File: src/rtl/vga_dbl_pkg.sv
package vga_dbl_pkg;
  localparam int CELL_OUT = 16;
  localparam int FONT_AW  = 10;

  typedef struct packed {
    logic hsync_n;
    logic vsync_n;
    logic de;
    logic vretrace;
  } vga_dbl_sync_t;

  localparam vga_dbl_sync_t SYNC_IDLE = '{hsync_n: 1'b1, vsync_n: 1'b1, de: 1'b0, vretrace: 1'b0};
endpackage

File: src/rtl/vga_dbl_timing.sv
module vga_dbl_timing
  import vga_dbl_pkg::*;
#(
  parameter int H_ACT   = 640,
  parameter int H_FP    = 16,
  parameter int H_SW    = 96,
  parameter int H_TOTAL = 800,
  parameter int V_ACT   = 400,
  parameter int V_FP    = 12,
  parameter int V_SW    = 2,
  parameter int V_TOTAL = 525,
  parameter int DIV     = 4,
  parameter int HW      = 10,
  parameter int VW      = 10
) (
  input  logic          clk_i,
  input  logic          rst_i,
  output logic          pix_en_o,
  output logic [HW-1:0] hcnt_o,
  output logic [VW-1:0] vcnt_o,
  output vga_dbl_sync_t sync_o
);
  logic [HW-1:0] h_q;
  logic [VW-1:0] v_q;
  vga_dbl_sync_t sync_q;

  generate
    if (DIV > 1) begin : g_div
      localparam int DW = $clog2(DIV);
      logic [DW-1:0] div_q;
      always_ff @(posedge clk_i) begin
        if (rst_i) div_q <= '0;
        else if (div_q == DW'(DIV - 1)) div_q <= '0;
        else div_q <= div_q + 1'b1;
      end
      assign pix_en_o = (div_q == DW'(DIV - 1));
    end else begin : g_nodiv
      assign pix_en_o = 1'b1;
    end
  endgenerate

  always_ff @(posedge clk_i) begin
    if (rst_i) begin
      h_q <= '0;
      v_q <= '0;
    end else if (pix_en_o) begin
      if (h_q == HW'(H_TOTAL - 1)) begin
        h_q <= '0;
        v_q <= (v_q == VW'(V_TOTAL - 1)) ? '0 : v_q + 1'b1;
      end else begin
        h_q <= h_q + 1'b1;
      end
    end
  end

  always_ff @(posedge clk_i) begin
    if (rst_i) begin
      sync_q <= SYNC_IDLE;
    end else if (pix_en_o) begin
      sync_q.hsync_n  <= !((int'(h_q) >= H_ACT + H_FP) && (int'(h_q) < H_ACT + H_FP + H_SW));
      sync_q.vsync_n  <= !((int'(v_q) >= V_ACT + V_FP) && (int'(v_q) < V_ACT + V_FP + V_SW));
      sync_q.de       <= (int'(h_q) < H_ACT) && (int'(v_q) < V_ACT);
      sync_q.vretrace <= (int'(v_q) >= V_ACT);
    end
  end

  assign hcnt_o = h_q;
  assign vcnt_o = v_q;
  assign sync_o = sync_q;

  assert_hcnt_bound_R2: assert property (@(posedge clk_i) disable iff (rst_i)
    int'(h_q) < H_TOTAL);
  assert_hsync_outside_picture_R2: assert property (@(posedge clk_i) disable iff (rst_i)
    !sync_q.hsync_n |-> !sync_q.de);
  assert_vsync_inside_retrace_R3: assert property (@(posedge clk_i) disable iff (rst_i)
    !sync_q.vsync_n |-> sync_q.vretrace);
  assert_retrace_dark_R4: assert property (@(posedge clk_i) disable iff (rst_i)
    sync_q.vretrace |-> !sync_q.de);
endmodule

File: src/rtl/vga_dbl_fetch.sv
module vga_dbl_fetch
  import vga_dbl_pkg::*;
#(
  parameter int COLS    = 40,
  parameter int ROWS    = 25,
  parameter int H_ACT   = 640,
  parameter int H_TOTAL = 800,
  parameter int V_ACT   = 400,
  parameter int V_TOTAL = 525,
  parameter int HW      = 10,
  parameter int VW      = 10,
  parameter int AW      = 10
) (
  input  logic               clk_i,
  input  logic               rst_i,
  input  logic               pix_en_i,
  input  logic [HW-1:0]      hcnt_i,
  input  logic [VW-1:0]      vcnt_i,
  output logic [AW-1:0]      vram_addr_o,
  input  logic [7:0]         vram_data_i,
  output logic [FONT_AW-1:0] font_addr_o,
  input  logic [7:0]         font_data_i,
  output logic [7:0]         glyph_o
);
  int       lead_col, lead_line;
  logic     lead_ok;
  logic [3:0] phase;
  logic [AW-1:0]      vram_addr_q;
  logic [FONT_AW-1:0] font_addr_q;
  logic [2:0] row_q;
  logic       inv_q;
  logic [7:0] glyph_q;

  assign phase = hcnt_i[3:0];

  always_comb begin
    lead_col  = 0;
    lead_line = 0;
    lead_ok   = 1'b0;
    if (int'(hcnt_i) >= H_TOTAL - CELL_OUT) begin
      lead_line = (int'(vcnt_i) == V_TOTAL - 1) ? 0 : int'(vcnt_i) + 1;
      lead_ok   = lead_line < V_ACT;
    end else if (int'(hcnt_i) < H_ACT - CELL_OUT) begin
      lead_col  = int'(hcnt_i) / CELL_OUT + 1;
      lead_line = int'(vcnt_i);
      lead_ok   = lead_line < V_ACT;
    end
  end

  always_ff @(posedge clk_i) begin
    if (rst_i) begin
      vram_addr_q <= '0;
      font_addr_q <= '0;
      row_q       <= '0;
      inv_q       <= 1'b0;
      glyph_q     <= '0;
    end else if (pix_en_i && lead_ok) begin
      case (phase)
        4'd0: begin
          vram_addr_q <= AW'((lead_line / CELL_OUT) * COLS + lead_col);
          row_q       <= 3'((lead_line / 2) % 8);
        end
        4'd4: begin
          inv_q       <= vram_data_i[7];
          font_addr_q <= {vram_data_i[6:0], row_q};
        end
        4'd8: glyph_q <= font_data_i ^ {8{inv_q}};
        default: ;
      endcase
    end
  end

  assign vram_addr_o = vram_addr_q;
  assign font_addr_o = font_addr_q;
  assign glyph_o     = glyph_q;

  assert_vram_addr_range_R7: assert property (@(posedge clk_i) disable iff (rst_i)
    int'(vram_addr_q) < COLS * ROWS);
  assert_font_addr_paced_R7: assert property (@(posedge clk_i) disable iff (rst_i)
    !pix_en_i |=> $stable(font_addr_q));
endmodule

File: src/rtl/vga_dbl_shifter.sv
module vga_dbl_shifter #(
  parameter int H_ACT = 640,
  parameter int V_ACT = 400,
  parameter int HW    = 10,
  parameter int VW    = 10
) (
  input  logic          clk_i,
  input  logic          rst_i,
  input  logic          pix_en_i,
  input  logic [HW-1:0] hcnt_i,
  input  logic [VW-1:0] vcnt_i,
  input  logic [7:0]    glyph_i,
  input  logic          blank_i,
  output logic          video_o
);
  logic [7:0] cell_q;
  logic       video_q;
  logic       active;

  assign active = (int'(hcnt_i) < H_ACT) && (int'(vcnt_i) < V_ACT);

  always_ff @(posedge clk_i) begin
    if (rst_i) begin
      cell_q  <= '0;
      video_q <= 1'b0;
    end else if (pix_en_i) begin
      if (hcnt_i[3:0] == 4'hF) cell_q <= glyph_i;
      video_q <= active && !blank_i && cell_q[~hcnt_i[3:1]];
    end
  end

  assign video_o = video_q;

  assert_blank_darkens_R10: assert property (@(posedge clk_i) disable iff (rst_i)
    (pix_en_i && blank_i) |=> !video_q);
  assert_dark_outside_R9: assert property (@(posedge clk_i) disable iff (rst_i)
    (pix_en_i && !active) |=> !video_q);
endmodule

File: src/rtl/vga_dbl_ctrl.sv
module vga_dbl_ctrl
  import vga_dbl_pkg::*;
#(
  parameter int COLS = 40,
  parameter int ROWS = 25,
  parameter int H_FP = 16,
  parameter int H_SW = 96,
  parameter int H_BP = 48,
  parameter int V_FP = 12,
  parameter int V_SW = 2,
  parameter int V_BP = 111,
  parameter int DIV  = 4,
  parameter int AW   = $clog2(COLS * ROWS)
) (
  input  logic               clk_i,
  input  logic               rst_i,
  input  logic               blank_i,
  output logic [AW-1:0]      vram_addr_o,
  input  logic [7:0]         vram_data_i,
  output logic [FONT_AW-1:0] font_addr_o,
  input  logic [7:0]         font_data_i,
  output logic               hsync_n_o,
  output logic               vsync_n_o,
  output logic               de_o,
  output logic               video_o,
  output logic               vretrace_o
);
  localparam int H_ACT   = COLS * CELL_OUT;
  localparam int V_ACT   = ROWS * CELL_OUT;
  localparam int H_TOTAL = H_ACT + H_FP + H_SW + H_BP;
  localparam int V_TOTAL = V_ACT + V_FP + V_SW + V_BP;
  localparam int HW      = $clog2(H_TOTAL);
  localparam int VW      = $clog2(V_TOTAL);

  logic          pix_en;
  logic [HW-1:0] hcnt;
  logic [VW-1:0] vcnt;
  vga_dbl_sync_t sync;
  logic [7:0]    glyph;

  vga_dbl_timing #(
    .H_ACT(H_ACT), .H_FP(H_FP), .H_SW(H_SW), .H_TOTAL(H_TOTAL),
    .V_ACT(V_ACT), .V_FP(V_FP), .V_SW(V_SW), .V_TOTAL(V_TOTAL),
    .DIV(DIV), .HW(HW), .VW(VW)
  ) u_timing (
    .clk_i(clk_i), .rst_i(rst_i), .pix_en_o(pix_en),
    .hcnt_o(hcnt), .vcnt_o(vcnt), .sync_o(sync)
  );

  vga_dbl_fetch #(
    .COLS(COLS), .ROWS(ROWS), .H_ACT(H_ACT), .H_TOTAL(H_TOTAL),
    .V_ACT(V_ACT), .V_TOTAL(V_TOTAL), .HW(HW), .VW(VW), .AW(AW)
  ) u_fetch (
    .clk_i(clk_i), .rst_i(rst_i), .pix_en_i(pix_en),
    .hcnt_i(hcnt), .vcnt_i(vcnt),
    .vram_addr_o(vram_addr_o), .vram_data_i(vram_data_i),
    .font_addr_o(font_addr_o), .font_data_i(font_data_i),
    .glyph_o(glyph)
  );

  vga_dbl_shifter #(
    .H_ACT(H_ACT), .V_ACT(V_ACT), .HW(HW), .VW(VW)
  ) u_shifter (
    .clk_i(clk_i), .rst_i(rst_i), .pix_en_i(pix_en),
    .hcnt_i(hcnt), .vcnt_i(vcnt), .glyph_i(glyph),
    .blank_i(blank_i), .video_o(video_o)
  );

  assign hsync_n_o  = sync.hsync_n;
  assign vsync_n_o  = sync.vsync_n;
  assign de_o       = sync.de;
  assign vretrace_o = sync.vretrace;

  assert_video_in_picture_R9: assert property (@(posedge clk_i) disable iff (rst_i)
    video_o |-> de_o);
  assert_reset_idle_R1: assert property (@(posedge clk_i)
    rst_i |=> (hsync_n_o && vsync_n_o && !de_o && !video_o && !vretrace_o));
endmodule

File: config.mk
export PLATFORM = sky130hd
export DESIGN_NAME = vga_dbl_ctrl
export DESIGN_NICKNAME = d
export VERILOG_FILES = /design/src/rtl/vga_dbl_pkg.sv /design/src/rtl/vga_dbl_timing.sv /design/src/rtl/vga_dbl_fetch.sv /design/src/rtl/vga_dbl_shifter.sv /design/src/rtl/vga_dbl_ctrl.sv
export SDC_FILE = /design/constraint.sdc
export NUM_CORES = 1
export LEC_CHECK = 0
export ABC_AREA = 1
export CORE_ASPECT_RATIO = 2
export CORE_MARGIN = 2
export CORE_UTILIZATION = 50
export CTS_CLUSTER_SIZE = 25
export DETAILED_ROUTE_END_ITERATION = 16
export PLACE_DENSITY = 0.71
export SLEW_MARGIN = 20
export SYNTH_ARGS = -nofsm -noshare
export SYNTH_HDL_FRONTEND = slang
export SYNTH_HIERARCHICAL = 1
export SYNTH_SLANG_ARGS = --single-unit
export TNS_END_PERCENT = 10
File: constraint.sdc
create_clock -name clk_i -period 4.13 [get_ports clk_i]
set_input_delay 0.826 -clock clk_i [delete_from_list [all_inputs] [get_ports clk_i]]
set_output_delay 0.826 -clock clk_i [all_outputs]
set_load 0.01 [all_outputs]
==> qor.csv, run 1 <==
stage,metric,value,unit
timing,final.setup.worst_slack,482.0,ps
timing,setup-violations-final,0,
power,internal_power,1245,µW
clocking,clockBufferDepth,2,
placement,port_buffers,43,
grt,grt_max_degree,31,
detailed_routing,drtIter0Drc,158,
detailed_routing,wl,11.06,mm
clocking,htree_levels,3,
run_status,outcome,completed,
cells_and_area,drive_gt1_share,7.143,%
synthesis,avgSynthCellArea,6.356,µm²
power,cellPowerDensity,303.6,nW/µm²
placement,place.gp.congestion,0.8849,
power,switchingPower,370.1,µW
detailed_routing,vias,4372,
timing,timing.fmax,274.1,MHz
synthesis,netlist_area,4513,µm²
power,seqPwrFrac,41.3,%
timing,fin_setup_tns,0,ps
power,pwr-share-clk,51.5,%
worst_setup_path,crit_fanout,11,
synthesis,synth_seq_cells,67,
detailed_routing,drc,0,
grt,first_global_vias,4261,
clocking,postCtsHoldBufs,0,
timing,fin_crit,3648,ps
cells_and_area,nNetsFinal,793,
worst_setup_path,cp.arrival,3880,ps
die,die_w,71.18,µm
power,comb_power_share,7.2,%
detailed_routing,drtPass1Iterations,4,
timing,worst_slew_pin_slew,1015,ps
worst_setup_path,critPathLaunchType,flop,
clocking,tritoncts,built,
detailed_routing,wl_per_cell,12.89,µm
power,p_leak,0.002492,µW
die,die-area,9848,µm²
timing,rsz0062_at_grt,no,
die,start_util,50.77,%
worst_hold_path,hold_class,reg2reg,
power,switching_share,22.91,%
synthesis,synth_nets,752,
timing,min_period_over_period,88.33,%
grt,grtUsageTotal,23.54,%
power,ir_worst_vdd,188.1,µV
timing,drv_slew,0,
worst_setup_path,worstPathRequired,4360,ps
detailed_routing,detail-route-antenna-nets,0,
synthesis,ys_warn_count,6,
clocking,clk_pin_slew_worst_paths,60,ps
worst_setup_path,end_kind,flop,
synthesis,yosys-top-cells-area,"dfxtp_1, nand2_1, inv_1",
placement,hpwl,8.439,mm
timing,hold_viol_final,0,
cells_and_area,area_growth,17.91,%
die,std_cell_rows,49,
synthesis,yosys.area.top_type,dfxtp_1,
clocking,root_buffer,clkbuf_16,
grt,grt_overflow_total,0,
synthesis,yosysUniqueCellTypes,45,
die,io_pins,44,
placement,dpl_cell_area,4997,µm²
cells_and_area,diodes,0,
detailed_routing,viasPerCell,5.096,
run,maxCapViolCount,0,
synthesis,ys_seq_area_share,29.72,%
worst_setup_path,path_class,reg2reg,
clocking,cts.sinks,67,
placement,place_ws,553.5,ps
die,core,8890,µm²
clocking,cts_made_buffers,9,
die,fp.dieH,138.4,µm
timing,skew,4.728,ps
clocking,cts-resized-gates,0,
clocking,postCtsSetupRepairBufs,0,
synthesis,synth_top_cell_area_share,29.72,%
clocking,clock_latency,330,ps
synthesis,syn_inst,710,
cells_and_area,design_area,5321,µm²
timing,max_slew_margin,31.80,%
grt,grt_antenna_before_repair,0,
grt,grt_first_pass_wirelength,18.95,mm
[worst paths after layout]
path,start,endpoint,slack (ps),depth (start not counted)
setup / recovery,u_timing/hcnt_o[4]$_SDFFE_PP0P_,u_fetch/vram_addr_o[8]$_SDFFE_PP0P_,480,17
hold / removal,u_timing/g_div.div_q[0]$_SDFF_PP0_,u_timing/g_div.div_q[0]$_SDFF_PP0_,420,1
setup reg to reg,u_timing/hcnt_o[4]$_SDFFE_PP0P_,u_fetch/vram_addr_o[8]$_SDFFE_PP0P_,480,17
hold reg to reg,u_timing/g_div.div_q[0]$_SDFF_PP0_,u_timing/g_div.div_q[0]$_SDFF_PP0_,420,1
[flip-flops by register name, indices dropped and copies added (netlist names), 2 cells and up]
| signal | count |
|---|---|
| u_fetch/font_addr_o | 10 |
| u_fetch/row_q | 3 |
| u_timing/hcnt_o | 10 |
| u_shifter/cell_q | 8 |
| u_fetch/glyph_o | 8 |
| u_timing/g_div.div_q | 2 |
| u_timing/vcnt_o | 10 |
| u_timing/sync_o | 4 |
| u_fetch/vram_addr_o | 10 |
[layer usage]
layer,share of wire [%],GRT usage [%]
met1,38,24.02
met2,56,43.96
met3,3.0,4.082
met4,3.5,11.82
met5,0,0
[cell type report]
type | instances | area [µm²]
fillers | 887 | 3568
inverters | 136 | 510.5
flip-flops and latches | 67 | 1341
clock buffers | 9 | 225.2
multi-input cells | 492 | 2572
well taps | 102 | 127.6
clock inverters | 7 | 98.84
repair buffers | 45 | 445.4
[critical path: stages (launching register included)]
cell and delay [ps]:
dfxtp_1 540, ha_1 240, nand2_1 90, nand3_1 100, nand2_1 150, inv_1 310, o22ai_1 180, ha_1 330
ha_1 230, fa_1 550, nand2_1 70, inv_1 70, nand3_1 60, o21ai_0 230, xor2_1 170, nand4_1 100
nand2_1 90, nor2_1 50
[cells in the final DEF (no fill, tap or decap), types with 2 or more instances in the layout]
cell	Yosys	layout
xor2_1	8	8
clkbuf_16	0	9
a21boi_0	2	2
inv_6	0	2
nand3_2	4	4
o22ai_1	5	5
xnor2_1	12	12
o21ai_1	3	3
nor3b_1	2	2
nor3_1	5	5
inv_1	131	131
nand3_1	36	36
nand2_4	2	2
fa_1	2	2
nor2_1	105	105
ha_1	21	21
a21oi_2	4	4
bufinv_16	0	2
a31oi_1	2	2
buf_4	3	2
nor2_4	3	3
inv_2	5	5
a21oi_1	21	21
dfxtp_1	67	67
nor2_2	6	6
clkdlybuf4s50_1	0	43
nand4_1	28	28
nand2_1	183	183
o21ai_0	18	18
nand2_2	5	5
[stage by stage]
step	cells	hold slack, ps	power (µW)	util, %
after detailed placement	842	423.7	797.5	56.21
final	858	424.0	1615	59.86
after CTS	858	432.4	1637	59.86
after global placement	842	405.4	795.1	56.21
after global routing	858	455.9	1673	59.86
after floorplan	710	399.2	749.2	-
[synth_stat cells (all sizes together)]
| cell | number |
|---|---|
| a21boi | 3 |
| a21o | 1 |
| a21oi | 25 |
| a22oi | 1 |
| a31o | 1 |
| a31oi | 2 |
| buf | 12 |
| clkbuf | 3 |
| conb | 1 |
| dfxtp | 67 |
| fa | 2 |
| ha | 21 |
| inv | 136 |
| nand2 | 190 |
| nand3 | 41 |
| nand3b | 1 |
| nand4 | 29 |
| nor2 | 114 |
| nor3 | 7 |
| nor3b | 2 |
| nor4 | 1 |
| o211ai | 1 |
| o21ai | 22 |
| o21bai | 1 |
| o221ai | 1 |
| o22ai | 5 |
| xnor2 | 12 |
| xor2 | 8 |
[power by group through the flow]
stage / Combinational (µW) / Sequential [µW] / Clock (µW)
finish: 116 / 668 / 832
CTS: 117 / 668 / 853
global placement: 114 / 681 / 0
floorplan: 64.6 / 685 / 0
detailed placement: 115 / 682 / 0
global route: 131 / 669 / 873
[cells by family (layout without fill, tap and decap cells)]
logic type | Yosys count | in the layout | synth area share, %
xor gates and xnor gates | 20 | 20 | 3.881
DFF | 67 | 67 | 29.72
buffers and inverters | 151 | 197 | 13.28
AOI/OAI and AO/OA | 63 | 63 | 8.400
other | 1 | 1 | 0.08309
adders and majority gates | 23 | 23 | 6.709
and+or+nand+nor | 385 | 385 | 37.93
No activity file was read; power rests on OpenSTA's default activity.
==> run 2: changes to the inputs <==
--- a/config.mk
+++ b/config.mk
@@ -12,6 +12,7 @@
 export CTS_CLUSTER_SIZE = 25
 export DETAILED_ROUTE_END_ITERATION = 16
 export PLACE_DENSITY = 0.71
+export RECOVER_POWER = 25
 export SLEW_MARGIN = 20
 export SYNTH_ARGS = -nofsm -noshare
 export SYNTH_HDL_FRONTEND = slang
==> qor.csv, run 2 (synthesis results as in run 1) <==
stage,metric,value,unit
run_status,outcome,completed,
timing,setup-violations-final,0,
die,io_pins,44,
cells_and_area,final_common_cell,nand2_1,
die,die-area,9848,µm²
worst_setup_path,crit_fanout,11,
timing,rsz0062_at_grt,no,
worst_setup_path,cp.arrival,3880,ps
power,ir_worst_vdd,188.4,µV
worst_hold_path,hold_class,reg2reg,
detailed_routing,viasPerCell,5.097,
clocking,cts.sinks,67,
clocking,cts_made_buffers,9,
worst_setup_path,r2r_start,u_timing/hcnt_o[4]$_SDFFE_PP0P_,
placement,port_buffers,43,
grt,grt_max_degree,31,
cells_and_area,final_cell_mix,"nand2_1, inv_1, nor2_1, dfxtp_1, clkdlybuf4s50_1",
run,maxCapViolCount,0,
grt,first_global_vias,4261,
power,switchingPower,370.0,µW
power,comb_power_share,7.1,%
timing,worst_slew_pin_slew,1075,ps
cells_and_area,fillers,886,
timing,hold_viol_final,0,
cells_and_area,fin_cells,858,
worst_setup_path,worstPathRequired,4360,ps
power,seqPwrFrac,41.3,%
cells_and_area,fin_util,59.79,%
worst_setup_path,critPathLaunchType,flop,
detailed_routing,wl_per_cell,12.85,µm
detailed_routing,drtPass1Iterations,4,
die,core,8890,µm²
power,p_leak,0.002493,µW
detailed_routing,drtIter0Drc,144,
die,start_util,50.77,%
timing,skew,4.541,ps
power,total_power,1615,µW
cells_and_area,diodes,0,
die,std_cell_rows,49,
grt,grtUsageTotal,23.54,%
detailed_routing,vias,4373,
cells_and_area,area_growth,17.77,%
cells_and_area,multi_input_area,2570,µm²
grt,grt_first_pass_wirelength,18.95,mm
die,die_w,71.18,µm
clocking,tritoncts,built,
timing,fin_crit,3652,ps
timing,min_period_over_period,88.42,%
power,pwr-share-clk,51.5,%
clocking,cts-resized-gates,0,
timing,drv_slew,0,
worst_setup_path,critPathLaunch,u_timing/hcnt_o[4]$_SDFFE_PP0P_,
grt,grt_overflow_total,0,
clocking,postCtsSetupRepairBufs,0,
timing,timing.fmax,273.8,MHz
detailed_routing,wl,11.03,mm
cells_and_area,nNetsFinal,793,
placement,place.gp.congestion,0.8849,
clocking,root_buffer,clkbuf_16,
die,fp.dieH,138.4,µm
placement,hpwl,8.439,mm
clocking,postCtsHoldBufs,0,
clocking,clockBufferDepth,2,
detailed_routing,drc,0,
worst_hold_path,hp-start,u_timing/g_div.div_q[0]$_SDFF_PP0_,
clocking,htree_levels,3,
cells_and_area,drive_gt1_share,6.878,%
detailed_routing,detail-route-antenna-nets,0,
timing,fin_setup_tns,0,ps
clocking,clk_pin_slew_worst_paths,60,ps
power,switching_share,22.92,%
worst_setup_path,path_class,reg2reg,
timing,max_slew_margin,28.36,%
power,internal_power,1245,µW
worst_setup_path,end_kind,flop,
clocking,clock_latency,330,ps
power,cellPowerDensity,303.8,nW/µm²
timing,holdWs,424.0,ps
cells_and_area,seq_area,1341,µm²
placement,dp.cells,842,
grt,grt_antenna_before_repair,0,
run 2: changes by cell type in the layout (fill, tap and decap cells not counted):
| cell | before | now |
|---|---|---|
| nand2_2 | 5 | 4 |
| dlygate4sd3_1 | 0 | 2 |
| clkbuf_1 | 0 | 1 |
| nand2_1 | 183 | 184 |
| buf_4 | 2 | 1 |
| clkdlybuf4s50_1 | 43 | 41 |
run 2: layout make-up:
class	instances	share of cell area, %
clock inverters	7	1.860
flip-flops and latches	67	25.24
well taps	102	2.401
clock buffers	9	4.237
inverters	136	9.605
repair buffers	45	8.310
multi-input cells	492	48.35
run 2: through the flow:
stage / worst slack (ps) / area, µm²
2_1_floorplan: 855.3 / 4513
3_3_place_gp: 665.0 / 4997
3_5_place_dp: 553.5 / 4997
4_1_cts: 512.6 / 5321
5_1_grt: 212.9 / 5315
6_report: 478.1 / 5315
run 2: final timing paths:
| kind | cells after the start | endpoint | slack (ps) |
|---|---|---|---|
| hold reg to reg | 1 | u_timing/g_div.div_q[0]$_SDFF_PP0_ | 420 |
| setup / recovery | 17 | u_fetch/vram_addr_o[8]$_SDFFE_PP0P_ | 480 |
| hold / removal | 1 | u_timing/g_div.div_q[0]$_SDFF_PP0_ | 420 |
| setup reg to reg | 17 | u_fetch/vram_addr_o[8]$_SDFFE_PP0P_ | 480 |
run 2: worst max-delay path, cell delays in order, from the launching register on:
cell and delay (ps):
dfxtp_1 540, ha_1 240, nand2_1 90, nand3_1 100, nand2_1 150, inv_1 310
o22ai_1 180, ha_1 330, ha_1 230, fa_1 550, nand2_1 70, inv_1 70
nand3_1 60, o21ai_0 230, xor2_1 170, nand4_1 100, nand2_1 90, nor2_1 50
run 2: routing by layer:
| metal | global-route usage [%] | routed length, µm | vias up | share of wire (%) |
|---|---|---|---|---|
| met2 | 43.96 | 6131 | 88 | 56 |
| li1 | - | - | 2282 | - |
| met3 | 4.082 | 329 | 27 | 3.0 |
| met4 | 11.82 | 429 | 0 | 3.9 |
| met5 | 0 | 0 | - | 0 |
| met1 | 24.02 | 4137 | 1976 | 38 |
run 2: power groups by stage:
| stage | Combinational (µW) | Clock (µW) | Sequential [µW] |
|---|---|---|---|
| after detailed placement | 115 | 0 | 682 |
| final | 115 | 832 | 668 |
| after CTS | 117 | 853 | 668 |
| after global placement | 114 | 0 | 681 |
| after global routing | 130 | 873 | 669 |
| after floorplan | 64.6 | 0 | 685 |
